[src/rtl/clkrst_pkg.sv]
package clkrst_pkg;
    // one-hot phase encoding: bit 0 is the processor clock level
    typedef enum logic [2:0] {
        PH_HI   = 3'b001,
        PH_LO_A = 3'b010,
        PH_LO_B = 3'b100
    } div_phase_e;
endpackage

[src/rtl/div3_phase_fsm.sv]
module div3_phase_fsm
    import clkrst_pkg::*;
(
    input  logic osc_clk_i,
    input  logic rst_n_i,
    output logic cpu_clk_o,
    output logic rise_en_o,
    output logic fall_en_o
);
    div_phase_e state_q, state_d;

    // state register
    always_ff @(posedge osc_clk_i or negedge rst_n_i) begin
        if (!rst_n_i) state_q <= PH_HI;
        else          state_q <= state_d;
    end

    // transitions: HI -> LO_A -> LO_B -> HI
    always_comb begin
        state_d = state_q;
        unique case (state_q)
            PH_HI:   state_d = PH_LO_A;
            PH_LO_A: state_d = PH_LO_B;
            PH_LO_B: state_d = PH_HI;
            default: state_d = PH_HI;
        endcase
    end

    // outputs: clock straight from a flop bit, edge enables from phase
    always_comb begin
        cpu_clk_o = state_q[0];
        rise_en_o = (state_q == PH_LO_B);
        fall_en_o = (state_q == PH_HI);
    end
endmodule

[src/rtl/half_rate_toggle.sv]
module half_rate_toggle (
    input  logic osc_clk_i,
    input  logic rst_n_i,
    input  logic flip_en_i,
    output logic tog_o
);
    logic tog_q;

    always_ff @(posedge osc_clk_i or negedge rst_n_i) begin
        if (!rst_n_i)       tog_q <= 1'b0;
        else if (flip_en_i) tog_q <= ~tog_q;
    end

    assign tog_o = tog_q;
endmodule

[src/rtl/edge_en_sync.sv]
module edge_en_sync #(
    parameter int STAGES = 2
) (
    input  logic osc_clk_i,
    input  logic rst_n_i,
    input  logic adv_en_i,
    input  logic d_i,
    output logic q_o
);
    localparam int LAST = STAGES - 1;

    logic [LAST:0] chain_q;

    generate
        for (genvar g = 0; g < STAGES; g++) begin : g_stage
            always_ff @(posedge osc_clk_i or negedge rst_n_i) begin
                if (!rst_n_i)      chain_q[g] <= 1'b0;
                else if (adv_en_i) chain_q[g] <= (g == 0) ? d_i : chain_q[(g == 0) ? 0 : g - 1];
            end
        end
    endgenerate

    assign q_o = chain_q[LAST];
endmodule

[src/rtl/osc_clock_reset_unit.sv]
module osc_clock_reset_unit #(
    parameter int SYNC_STAGES = 2
) (
    input  logic osc_clk_i,
    input  logic rst_req_n_i,
    input  logic rdy_a_i,
    input  logic rdy_a_en_i,
    input  logic rdy_b_i,
    input  logic rdy_b_en_i,
    output logic cpu_clk_o,
    output logic per_clk_o,
    output logic reset_o,
    output logic ready_o
);
    logic rise_en, fall_en;
    logic rst_clear, rdy_raw;

    div3_phase_fsm u_div (
        .osc_clk_i (osc_clk_i),
        .rst_n_i   (rst_req_n_i),
        .cpu_clk_o (cpu_clk_o),
        .rise_en_o (rise_en),
        .fall_en_o (fall_en)
    );

    half_rate_toggle u_per (
        .osc_clk_i (osc_clk_i),
        .rst_n_i   (rst_req_n_i),
        .flip_en_i (fall_en),
        .tog_o     (per_clk_o)
    );

    // reset release walks a constant one through the chain
    edge_en_sync #(.STAGES(SYNC_STAGES)) u_rst_sync (
        .osc_clk_i (osc_clk_i),
        .rst_n_i   (rst_req_n_i),
        .adv_en_i  (rise_en),
        .d_i       (1'b1),
        .q_o       (rst_clear)
    );
    assign reset_o = ~rst_clear;

    assign rdy_raw = (rdy_a_i & rdy_a_en_i) | (rdy_b_i & rdy_b_en_i);

    edge_en_sync #(.STAGES(SYNC_STAGES)) u_rdy_sync (
        .osc_clk_i (osc_clk_i),
        .rst_n_i   (rst_req_n_i),
        .adv_en_i  (rise_en),
        .d_i       (rdy_raw),
        .q_o       (ready_o)
    );
endmodule

[config.mk]
export PLATFORM = sky130hd
export DESIGN_NAME = osc_clock_reset_unit
export DESIGN_NICKNAME = d
export VERILOG_FILES = /design/src/rtl/clkrst_pkg.sv /design/src/rtl/div3_phase_fsm.sv /design/src/rtl/half_rate_toggle.sv /design/src/rtl/edge_en_sync.sv /design/src/rtl/osc_clock_reset_unit.sv
export SDC_FILE = /design/constraint.sdc
export NUM_CORES = 1
export LEC_CHECK = 0
export BUFFER_PORTS_ARGS = -buffer_cell sky130_fd_sc_hd__buf_2
export CAP_MARGIN = 20
export CORE_AREA = 4 4 41 43
export DETAILED_ROUTE_END_ITERATION = 7
export DIE_AREA = 0 0 45 47
export PLACE_DENSITY = 0.41
export REMOVE_ABC_BUFFERS = 1
export SLEW_MARGIN = 5
export SYNTH_ARGS = -nofsm -noshare
export SYNTH_HDL_FRONTEND = slang
export SYNTH_SLANG_ARGS = --single-unit
[constraint.sdc]
create_clock -name osc_clk_i -period 1.9 [get_ports osc_clk_i]
set_clock_uncertainty 0.2 [all_clocks]
set_input_delay 0.38 -clock osc_clk_i [delete_from_list [all_inputs] [get_ports osc_clk_i]]
set_output_delay 0.38 -clock osc_clk_i [all_outputs]
set_load 0.005 [all_outputs]
==> summary.md, run 1 <==
TritonCTS built the clock tree. Dividing the detail-routed wire length by the instance count gives 11.0 um. In this run the critical register-to-register path is launched from u_div.state_q[1]. In this run the tightest slew margin relative to its limit is 81.2%.

Setup violations remaining at the end of the flow were counted as 0. The run finished with clean final reports. The tools report the final number of max-transition violations as 0. Port buffering added 9 buffers. The tools report the antenna diode count as 0.

For the initial antenna violation count, the log shows 0. The overall global routing resource usage is 6.94%. The summed instance area of the synthesized netlist was 317 sq um.

The startpoint identified for the worst hold timing path is u_per.tog_o. The kind of cell adding the most delay to the critical path is flip-flops. The detailed router finished its first iteration with 0 violations.

The die covers 0.00212 sq mm. For the worst-skew pair, the clock arrives at the later sink with an insertion delay of 0.25 ns. The H-tree depth reported by CTS was 1; the ratio of final minimum period to clock period was 79.6%.

The number of cells on the worst hold path came out at 1. The critical path's largest stage delay was 0.56 ns. Traced cell by cell, the critical path runs through buf_2. In this run the remaining antenna-violating nets after routing total 0.

Entering global routing, the biggest net connects 9 pins. The area growth from synthesis to layout works out to 31.6%. After synthesis the netlist holds a flip-flop and latch count of 8.

Setup total negative slack on the finished layout was measured at 0 ns. For the number of DRC violations after detailed routing, the log shows 0. The class of the tightest hold or removal check was flip-flop to flip-flop.

For this design the static power due to leakage is 0.000199 uW. For the count of vias placed by the detailed router, the log shows 185. The die is 45 um wide. The run gives 2 as the maximum root-to-sink buffer count.

The tools report the effective utilization at floorplan as 24.3%. Sequential cells were found to cover 63.6% of the synthesized design area. The floorplan step set the die height to 47 um.

The remaining global-route overflow is 0, and the global-route wire length before repair is 883 um. Type of origin of the critical path: a flip-flop. In this run the clock root is driven by a clkbuf_4.

In the final layout, the share of cells above drive strength 1 is 54.5%. After clock tree synthesis, the clock-pin slew on the worst setup and hold paths is 0.06 ns. The routed design could run at a clock period as short as 1.51 ns. During I/O placement, the number of pins put on the boundary was 10. The count of cells in the finished layout, fillers not included, comes to 48.

Max-cap violations in this run came to 0. Summing all non-filler instances in the final layout gives an area of 417 sq um. The number of buffer and inverter stages on the critical path came out at 1. Dividing the detail-routed via count by the number of cells gives 3.85. Of all nets on the critical path, the largest fanout is 4. In the final design database the tool counted 40 nets.

Count of cell instances traversed by the critical path: 1. Yosys mapped the design onto 11 distinct sky130hd cell types. In this run the worst setup path begins at u_div.state_q[0].

At the pin with the least slew margin, the transition time is 0.282 ns. At the end of routability-driven placement, the weighted congestion stood at 0.553. The synthesized area per cell works out to 16.7 sq um. The standard cell area after detailed placement was 380 sq um. Wires add up to 530 um. Critical setup path kind: flip-flop to output pin.

During synthesis, Yosys emitted a total of 0 warnings. TritonCTS created 3 clock buffers. The worst-case IR drop observed on VDD is 0.000317 V. Setup repair after global routing left no endpoint under its margin. Placed instance count: 43. The core region is 0.00130 sq mm. For the via count of the first global-routing pass, the log shows 202. For the post-CTS setup buffer count, the log shows 0. STA classifies the critical path endpoint as an output pin. The number of core rows is 13, and the number of detailed-route iterations in the first pass is 1. Counting cells, the worst reg-to-reg path comes to 2.

In the synthesized netlist, the number of instances is 19. Cells fill 32.0% of the core in the end. For the number of hold violations in the final report, the log shows 0. The layout has 138 filler cells.

For the worst setup path, the data arrival time is 0.93 ns. Based on the critical path, the design can be clocked at up to 0.662 GHz. Clock tree synthesis found a total of 8 sinks. The required time at the worst-slack endpoint came out at 1.32 ns. Highest-delay cell along the critical path: dfstp_2. For this design the ratio of total power to cell area is 792 mW/mm^2.
final cells by class:
class	instances	area (sq um)	share of cell area, %
inverter	1	3.75	0.901
tap	15	18.8	4.50
clock buffer	4	26.3	6.31
multi-input combinational	10	111	26.7
sequential	8	201	48.3
timing repair buffer	10	55.1	13.2
stage by stage:
stage | hold WS, ns | power [uW] | setup slack (ns)
5_1_grt | 0.273 | 353 | 0.346
3_3_place_gp | 0.0273 | 195 | 0.543
2_1_floorplan | -0.116 | 185 | 0.572
3_5_place_dp | 0.0285 | 196 | 0.514
4_1_cts | 0.260 | 344 | 0.364
6_report | 0.263 | 330 | 0.388
where the power goes:
group	internal (uW)	total [uW]	switching (uW)
sequential	174	176	1.99
combinational	11.3	17.8	6.49
clock	80.2	136	56.1
total	265	330	64.6
cells in the mapped netlist, drive strengths merged:
cell | n | share of area, %
nor3b | 3 | 12
nor2 | 1 | 1.2
xor2 | 1 | 2.8
dfstp | 1 | 8.3
mux2 | 3 | 14
dfrtp | 7 | 55
inv | 1 | 1.2
or2 | 1 | 2.0
a22o | 1 | 2.8
registers in the layout, summed over array words and instances, names as in the netlist:
register            flops
u_rdy_sync.chain_q      1
u_per.tog_o             1
u_div.state_q           3
u_rst_sync.q_o          1
u_rst_sync.chain_q      1
u_rdy_sync.q_o          1
layer usage:
metal	vias to the layer above	wire, um	track usage (%)
met3	0	28	4.60
met5	-	0	0
li1	93	-	-
met1	88	208	6.79
met4	0	0	8.77
met2	4	293	8.76
cell usage in the layout (no fill, tap or decap), drive strengths merged:
cell         Yosys  layout
or2              1       1
dfstp            1       1
dlygate4sd3      0       1
a22o             1       1
inv              1       1
xor2             1       1
dfrtp            7       7
nor3b            3       3
clkbuf           0       4
mux2             3       3
buf              0       9
nor2             1       1
cell families after synthesis:
logic type                after synthesis  synth area share, %
DFF                                     8                 63.6
and+or+nand+nor                         5                 15.4
muxes                                   3                 14.2
AOI/OAI and AO/OA                       1                 2.77
xor gates and xnor gates                1                 2.77
buffers and inverters                   1                 1.18
timing repair:
action / in CTS / in global routing
endpoints found under the hold margin: 8 / 0
hold buffers: 1 / 0
resized for setup: 0 / 0
setup endpoints to repair: 0 / 0
worst paths after layout:
| kind | endpoint | slack, ns |
|---|---|---|
| worst min register to register | u_per.tog_o | 0.26 |
| worst max-delay path | cpu_clk_o | 0.39 |
| worst max register to register | u_rdy_sync.q_o | 0.51 |
| max in group asynchronous | u_div.state_q[0] | 0.96 |
| worst min-delay path | u_per.tog_o | 0.26 |
| min in group asynchronous | u_rst_sync.q_o | 0.29 |
Note: power is estimated with default switching activity, not from simulation.
==> run 2: changes to the inputs <==
--- a/config.mk
+++ b/config.mk
@@ -5,12 +5,13 @@
 export SDC_FILE = /design/constraint.sdc
 export NUM_CORES = 1
 export LEC_CHECK = 0
+export ABC_AREA = 1
 export BUFFER_PORTS_ARGS = -buffer_cell sky130_fd_sc_hd__buf_2
 export CAP_MARGIN = 20
 export CORE_AREA = 4 4 41 43
 export DETAILED_ROUTE_END_ITERATION = 7
 export DIE_AREA = 0 0 45 47
-export PLACE_DENSITY = 0.41
+export PLACE_DENSITY = 0.44
 export REMOVE_ABC_BUFFERS = 1
 export SLEW_MARGIN = 5
 export SYNTH_ARGS = -nofsm -noshare
==> constraint.sdc (replaced) <==
create_clock -name osc_clk_i -period 1.3 [get_ports osc_clk_i]
set_clock_uncertainty 0.2 [all_clocks]
set_input_delay 0.26 -clock osc_clk_i [delete_from_list [all_inputs] [get_ports osc_clk_i]]
set_output_delay 0.26 -clock osc_clk_i [all_outputs]
set_load 0.005 [all_outputs]
==> run 2 against run 1 <==
Worst setup slack worse by 0.42 ns. Non-clock buffer count up 1. Combinational power up 26%. Sequential cell count unchanged. Clock-buffer cell count unchanged. Wire length up 11%. Cell area up 5.7%. Register-to-register slack worse by 0.38 ns. Cell count up 42%. Sequential share of layout area down 2.6 points. The flow now finishes with violations (setup timing).
==> summary.md, run 2 <==
For the remaining global-route overflow, the log shows 0 (unchanged). The final net count is 60 (was 40). The post-synthesis simple-gate area fraction was 29.3% (was 15.4%).

The tools report the routability congestion estimate as 0.705 (was 0.553). The switching share of power came out at 19.7% (was 19.6%). For the required time at the worst-slack endpoint, the log shows 0.84 ns (was 1.32 ns). The most frequent cell after synthesis is nand2_1 (was dfrtp_1).

Detailed placement finished with a half-perimeter wire length of 467 um. The leading area contributor after synthesis was dfrtp_1 (unchanged). Top cells by area, synth: dfrtp_1 53%, nand2_1 15%, inv_1 9.0% (was dfrtp_1 55%, mux2_4 14%, dfstp_2 8.3%). The synthesized area per cell was 8.76 sq um (was 16.7 sq um). The fraction of power consumed by the clock network was 41.5% (was 41.3%).

Highest-delay cell along the critical path: dfstp_2 (unchanged). The actual transition at the worst max-transition pin came out at 0.184 ns (was 0.282 ns). The count of buffers from port buffering works out to 9 (unchanged). The fraction of synthesized cell area taken by the top area cell type works out to 52.6% (was 55.3%). The run gives 8 (unchanged) as the total number of clock tree sinks.

Kind of cell adding the most delay to the critical path: flip-flops (unchanged). Setup repair after global routing could not meet its margin everywhere. The core box area came out at 0.00130 sq mm (unchanged). The number of maximum-capacitance violations was 0 (unchanged); the number of ports placed on the die boundary was 10 (unchanged). Critical path's largest stage delay: 0.52 ns (was 0.56 ns). The compound-cell area share of the yosys netlist is 0% (was 2.77%), and the total of endpoints with negative setup slack in the final report is 1 (was 0). The tools report the maximum ir drop on the vdd rail as 0.000698 V (was 0.000317 V). The element type at the critical path end was an output pin (unchanged). For the standard cell area after detailed placement, the log shows 397 sq um (was 380 sq um). The routed length per placed instance was 8.63 um (was 11.0 um); the final standard cell count with taps included and fillers excluded was 68 (was 48). The number of synthesized flops with an enable pin works out to 0 (unchanged). The maximum operating frequency came out at 0.753 GHz. The power spent charging and discharging nets came out at 93.9 uW (was 64.6 uW). Cells along the critical path: buf_2 (unchanged). The fraction of registers with async set/reset was 100% (unchanged); the total of flip-flops plus latches after synthesis was 8 (unchanged). The logs give 13 (unchanged) for the number of core rows and 9 (unchanged) for the largest net degree at the start of global routing.

The internal power of the cells was 383 uW (was 265 uW); the count of mapped cells out of synthesis was 38 (was 19). The worst endpoint data arrival time was 0.87 ns (was 0.93 ns); the summed instance area of the synthesized netlist was 333 sq um (was 317 sq um). The run gives 62 (was 43) as the placed instance count. Top library cells by usage in the layout, fill and taps aside: 13 x nand2_1, 9 x buf_2, 8 x inv_1, 7 x dfrtp_1, 4 x nand3_1 (was 9 x buf_2, 7 x dfrtp_1, 3 x mux2_4, 3 x clkbuf_4). The critical setup path kind was flip-flop to output pin (unchanged). The effective utilization at floorplan came out at 25.6% (was 24.3%). The flow ran to the end, but the final reports show violations. The tools report the count of warnings emitted by yosys as 0 (unchanged). The H-tree depth reported by CTS is 1 (unchanged), and the flip-flop count of the largest register, all copies and words added is 3 (unchanged). The proportion of synthesized area in mux cells is 0% (was 14.2%), and the maximum fanout encountered on the critical timing path is 2 (was 4). The tools report the detailed-route wire length as 587 um (was 530 um). The adder-cell share of the synthesized area is 0% (unchanged).

The sequential group share of total power is 53.8% (was 53.3%). The CTS buffer count came out at 3 (unchanged). Overall global routing resource usage: 6.60% (was 6.94%). Synth cell count leaders: 13 x nand2_1, 8 x inv_1, 7 x dfrtp_1, 4 x nand3_1 (was 7 x dfrtp_1, 3 x mux2_4). Post-detailed-route count of antenna-violating nets: 0 (unchanged).

The checks that failed: setup timing. The run gives 0.25 ns (about the same) as the clock latency on the worst-skew pair. The clock root buffer master is clkbuf_4 (unchanged).

The main combinational cell family by area after synthesis is simple AND/OR/NAND/NOR gates (unchanged). The number of DRC violations after detailed routing is 0 (unchanged), and the maximum root-to-sink buffer count is 2 (unchanged). The average vias per placed instance works out to 3.88 (was 3.85). Most common cell after layout, fill and taps aside: nand2_1 (was buf_2). The run gives 0 (unchanged) as the number of cells upsized or downsized after cts. The xor-xnor portion of the synthesized cell area is 0% (was 2.77%), and the final number of max-transition violations is 0 (unchanged). The class of the tightest hold or removal check is input port to flip-flop (was flip-flop to flip-flop). The tools report the via count of the first global-routing pass as 235 (was 202).

Leakage power: 0.000269 uW (was 0.000199 uW). The tools report the share of synthesized area occupied by flip-flops and latches as 60.5% (was 63.6%). The tools report the count of vias placed by the detailed router as 264 (was 185). The height of the die is 47 um (unchanged), and the number of library cell types mapped by synthesis is 10 (was 11).

The final worst-path setup slack came out at -0.0285 ns (was 0.388 ns). The fraction of layout instances using a drive strength above 1 is 34.0% (was 54.5%), and the number of buffer and inverter stages on the critical path is 1 (unchanged). The antenna diode count was 0 (unchanged); the area of all placed cells without fillers was 440 sq um (was 417 sq um).

The worst path uses 102% of the clock period. The chip width works out to 45 um (unchanged). The die area came out at 0.00212 sq mm (unchanged).

Most flop-heavy register: u_div.state_q (unchanged). Predominant post-synthesis flop cell: dfrtp_1 (unchanged). TritonCTS built the clock tree.

The smallest clock period supported by the final layout is computed as 1.33 ns. The headroom to the max-slew limit is 87.8% (was 81.2%). The type of origin of the critical path is a flip-flop (unchanged). Power per cell area: 1080 mW/mm^2 (was 792 mW/mm^2). The clock transition at the registers of the reported paths is 0.06 ns (about the same). The run gives 0.13 ns (was 0.51 ns) as the slack of the worst reg-to-reg path. The area growth from synthesis to layout was 32.3% (was 31.6%); the global-route wire length before repair was 945 um (was 883 um). The number of hold violations in the final report was 0 (unchanged); the number of detailed-route iterations in the first pass was 2 (was 1).

The logs give 0 (unchanged) for the initial antenna violation count and 2 (was 0) for the violation count after the first detailed-routing iteration. The tools report the combinational cell fraction of total power as 4.7% (was 5.4%).
run 2: path summary, 6_finish.rpt:
check                                      startpoint                    end  cells after the start
worst max-delay path                 u_div.state_q[0]              cpu_clk_o                      1
worst max register to register       u_div.state_q[0]            u_per.tog_o                      4
worst min-delay path                       rdy_b_en_i  u_rdy_sync.chain_q[0]                      5
worst min register to register  u_rst_sync.chain_q[0]  u_rst_sync.chain_q[0]                      2
min in group asynchronous                 rst_req_n_i  u_rdy_sync.chain_q[0]                      2
max in group asynchronous                 rst_req_n_i       u_div.state_q[0]                      2
run 2: timing repair:
action | CTS | global route
hold endpoints to repair | 8 | 0
pin swaps | 0 | 0
gates cloned | 0 | 0
hold buffers | 1 | 0
endpoints found under the setup margin | 1 | 1
buffers inserted | 1 | 0
run 2: worst register-to-register path: cells and delay by family, from the launching register on:
family                 cells  cell delay, ns
flip-flops                 1            0.52
buffers and inverters      1            0.12
AND/OR/NAND/NOR            3            0.21
run 2: cells by family after synthesis:
family,Yosys count
AND/OR/NAND/NOR,21
flip-flops,8
buffers and inverters,9
run 2: per-layer routing:
layer / global-route usage [%] / vias up / routed length [um]
met5: 0 / - / 0
met4: 1.75 / 0 / 0
li1: - / 142 / -
met3: 5.75 / 0 / 38
met2: 8.47 / 5 / 262
met1: 8.10 / 117 / 286
run 2: power groups by stage:
stage / registers, uW / clock network, uW / logic [uW]
after floorplan: 261 / 0 / 5.86
after global placement: 261 / 0 / 20.9
after detailed placement: 261 / 0 / 21.3
after CTS: 257 / 209 / 23.7
after global routing: 257 / 222 / 25.9
final: 257 / 198 / 22.4
run 2: stage by stage:
step / worst slack (ns) / hold slack [ns] / TNS, ns / util [%] / total power [uW]
after floorplan: 0.236 / -0.236 / 0 / - / 267
final: -0.0285 / 0.107 / -0.0285 / 33.8 / 477
after detailed placement: 0.162 / -0.0878 / 0 / 30.5 / 282
after global routing: -0.0622 / 0.143 / -0.0622 / 33.8 / 505
after global placement: 0.165 / -0.0859 / 0 / 30.5 / 282
after CTS: -0.0429 / 0.111 / -0.0429 / 33.8 / 490
run 2: layout make-up:
type / instances / area [sq um]
inverters: 9 / 33.8
flip-flops and latches: 8 / 201
clock buffers: 4 / 26.3
well taps: 15 / 18.8
repair buffers: 11 / 62.6
fillers: 149 / 861
multi-input cells: 21 / 97.6
==> run 3: changes to the inputs <==
--- a/config.mk
+++ b/config.mk
@@ -11,9 +11,10 @@
 export CORE_AREA = 4 4 41 43
 export DETAILED_ROUTE_END_ITERATION = 7
 export DIE_AREA = 0 0 45 47
-export PLACE_DENSITY = 0.44
+export PLACE_DENSITY = 0.5
 export REMOVE_ABC_BUFFERS = 1
 export SLEW_MARGIN = 5
 export SYNTH_ARGS = -nofsm -noshare
 export SYNTH_HDL_FRONTEND = slang
 export SYNTH_SLANG_ARGS = --single-unit
+export TNS_END_PERCENT = 30
==> run 3 against run 2 <==
The run still ends with setup timing left. Non-clock buffer count unchanged. Cell count unchanged. First-iteration DRC count increased to 3.5 times the previous value. Clock power increased by 5%. Die area unchanged. Power increased by 1.9%. Cell area unchanged. Sequential share of layout area unchanged. Worst setup slack got worse by 0.010 ns.
==> summary.md, run 3 (synthesized netlist as in run 2, its figures left out) <==
The flow ran to the end, but the final reports show violations. Violations in the final reports: setup timing (unchanged). The clock root buffer master is clkbuf_4 (unchanged).

The total number of clock tree sinks was 8 (unchanged). The number of buffer and inverter stages on the critical path came out at 1 (unchanged). The violation count after the first detailed-routing iteration is 7 (was 2). The die area is 0.00212 sq mm (unchanged), and the maximum operating frequency is 0.747 GHz (was 0.753 GHz).

The H-tree depth reported by CTS is 1 (unchanged). The logs give 0.00130 sq mm (unchanged) for the core box area and 1.13 mm (was 945 um) for the global-route wire length before repair. For the final standard cell count with taps included and fillers excluded, the log shows 68 (unchanged). The tools report the type of origin of the critical path as a flip-flop (unchanged). Setup repair after global routing could not meet its margin everywhere.

Largest net degree at the start of global routing: 9 (unchanged). Critical setup path kind: flip-flop to output pin (unchanged). The total of endpoints with negative setup slack in the final report came out at 1 (unchanged).

For the final sum of negative setup slack, the log shows -0.0388 ns (was -0.0285 ns). Power per cell area: 1100 mW/mm^2 (was 1080 mW/mm^2). For the final worst-path setup slack, the log shows -0.0388 ns (was -0.0285 ns).

For the number of maximum-capacitance violations, the log shows 0 (unchanged). The logs give 271 (was 264) for the count of vias placed by the detailed router and 280 (was 235) for the via count of the first global-routing pass. Clock latency on the worst-skew pair: 0.25 ns (about the same).

Most flop-heavy register: u_div.state_q (unchanged). The leakage power is 0.000269 uW (unchanged), and the final hold slack is 0.109 ns (was 0.107 ns). The logs give 0.84 ns (about the same) for the required time at the worst-slack endpoint and 0 (unchanged) for the antenna diode count. The class of the tightest hold or removal check was input port to flip-flop (unchanged). For the headroom to the max-slew limit, the log shows 86.7% (was 87.8%). The logs give 0.618 (was 0.705) for the routability congestion estimate and 0 (unchanged) for the number of hold violations in the final report. The area of all placed cells without fillers is 440 sq um (unchanged), and the chip width is 45 um (unchanged). The run gives 62 (unchanged) as the placed instance count. The kind of cell adding the most delay to the critical path is flip-flops (unchanged). Area growth from synthesis to layout: 32.3% (unchanged). The most common cell after layout, fill and taps aside is nand2_1 (unchanged). TritonCTS built the clock tree.

For the remaining global-route overflow, the log shows 0 (unchanged). The critical path's largest stage delay is 0.53 ns (was 0.52 ns). The ratio of final minimum period to clock period was 103% (was 102%); the shortest period the worst path allows was 1.34 ns (was 1.33 ns). The routed length per placed instance is 9.01 um (was 8.63 um), and the flip-flop count of the largest register, all copies and words added is 3 (unchanged). The height of the die was 47 um (unchanged); the maximum root-to-sink buffer count was 2 (unchanged). Cells along the critical path: buf_2 (unchanged). The clock transition at the registers of the reported paths is 0.05 ns (was 0.06 ns), and the maximum ir drop on the vdd rail is 0.000396 V (was 0.000698 V). The logs give 13 (unchanged) for the number of core rows and 25.6% (unchanged) for the effective utilization at floorplan. The HPWL after detailed placement was 440 um (was 467 um); the final net count was 60 (unchanged). The standard cell area after detailed placement was 397 sq um (unchanged). The post-detailed-route count of antenna-violating nets is 0 (unchanged), and the worst endpoint data arrival time is 0.88 ns (was 0.87 ns). The highest-delay cell along the critical path is dfstp_2 (unchanged).

The final number of max-transition violations is 0 (unchanged), and the maximum fanout encountered on the critical timing path is 2 (unchanged). The overall global routing resource usage was 7.89% (was 6.60%); the average vias per placed instance was 3.99 (was 3.88). The tools report the initial antenna violation count as 0 (unchanged). Top library cells by usage in the layout, fill and taps aside: 13 x nand2_1, 9 x buf_2, 8 x inv_1, 7 x dfrtp_1, 4 x nand3_1 (unchanged). For the number of detailed-route iterations in the first pass, the log shows 3 (was 2). The number of fill cells is 156 (was 149), and the final core utilization is 33.8% (unchanged). Number of ports placed on the die boundary: 10 (unchanged). The tools report the CTS buffer count as 3 (unchanged). The number of cells upsized or downsized after cts was 0 (unchanged). The tools report the element type at the critical path end as an output pin (unchanged). The count of buffers from port buffering is 9 (unchanged), and the actual transition at the worst max-transition pin is 0.199 ns (was 0.184 ns). The detailed-route wire length is 613 um (was 587 um), and the number of DRC violations after detailed routing is 0 (unchanged). The fraction of layout instances using a drive strength above 1 was 34.0% (unchanged).
-- run 3: cell counts in the layout (fill, tap and decap cells not counted) --
Identical to the previous run, type by type.
-- run 3: tightest hold or removal path, delay by kind of cell --
family,cells,cell delay [ns]
AND/OR/NAND/NOR,4,0.19
buffers and inverters,1,0.07
-- run 3: power by group --
part | internal (uW) | switching [uW] | total (uW)
registers | 254 | 2.22 | 256
logic | 11.8 | 10.9 | 22.7
clock network | 118 | 89.5 | 207
-- run 3: area by class of cell --
class | count | area [sq um] | share of cell area, %
inverters | 9 | 33.8 | 7.67
flip-flops and latches | 8 | 201 | 45.7
repair buffers | 11 | 62.6 | 14.2
clock buffers | 4 | 26.3 | 5.97
well taps | 15 | 18.8 | 4.26
multi-input cells | 21 | 97.6 | 22.2
-- run 3: metrics by stage --
stage          worst slack (ns)  power, uW
4_1_cts                 -0.0514        503
3_5_place_dp              0.158        282
6_report                -0.0388        486
3_3_place_gp              0.167        281
2_1_floorplan             0.236        267
5_1_grt                 -0.0669        511
-- run 3: final timing paths --
check                                 startpoint                     to  slack [ns]  depth (start not counted)
max in group asynchronous            rst_req_n_i       u_div.state_q[0]        0.48                          2
setup reg to reg                u_div.state_q[0]  u_rdy_sync.chain_q[0]        0.09                          5
hold reg to reg            u_rst_sync.chain_q[0]  u_rst_sync.chain_q[0]        0.27                          2
setup / recovery                u_div.state_q[0]              cpu_clk_o       -0.04                          1
min in group asynchronous            rst_req_n_i         u_rdy_sync.q_o        0.17                          2
hold / removal                        rdy_b_en_i  u_rdy_sync.chain_q[0]        0.11                          5
-- run 3: routing by layer --
| metal | vias up | track usage [%] | share of wire [%] |
|---|---|---|---|
| met5 | - | 0 | 0 |
| met4 | 0 | 5.26 | 0 |
| met3 | 0 | 4.60 | 7.0 |
| met2 | 6 | 11.6 | 46 |
| met1 | 123 | 8.62 | 47 |
| li1 | 142 | - | - |
-- run 3: repair_timing --
item | CTS | global route
setup endpoints to repair | 1 | 1
endpoints found under the hold margin | 8 | 0
buffers inserted | 1 | 0
hold buffers | 1 | 0
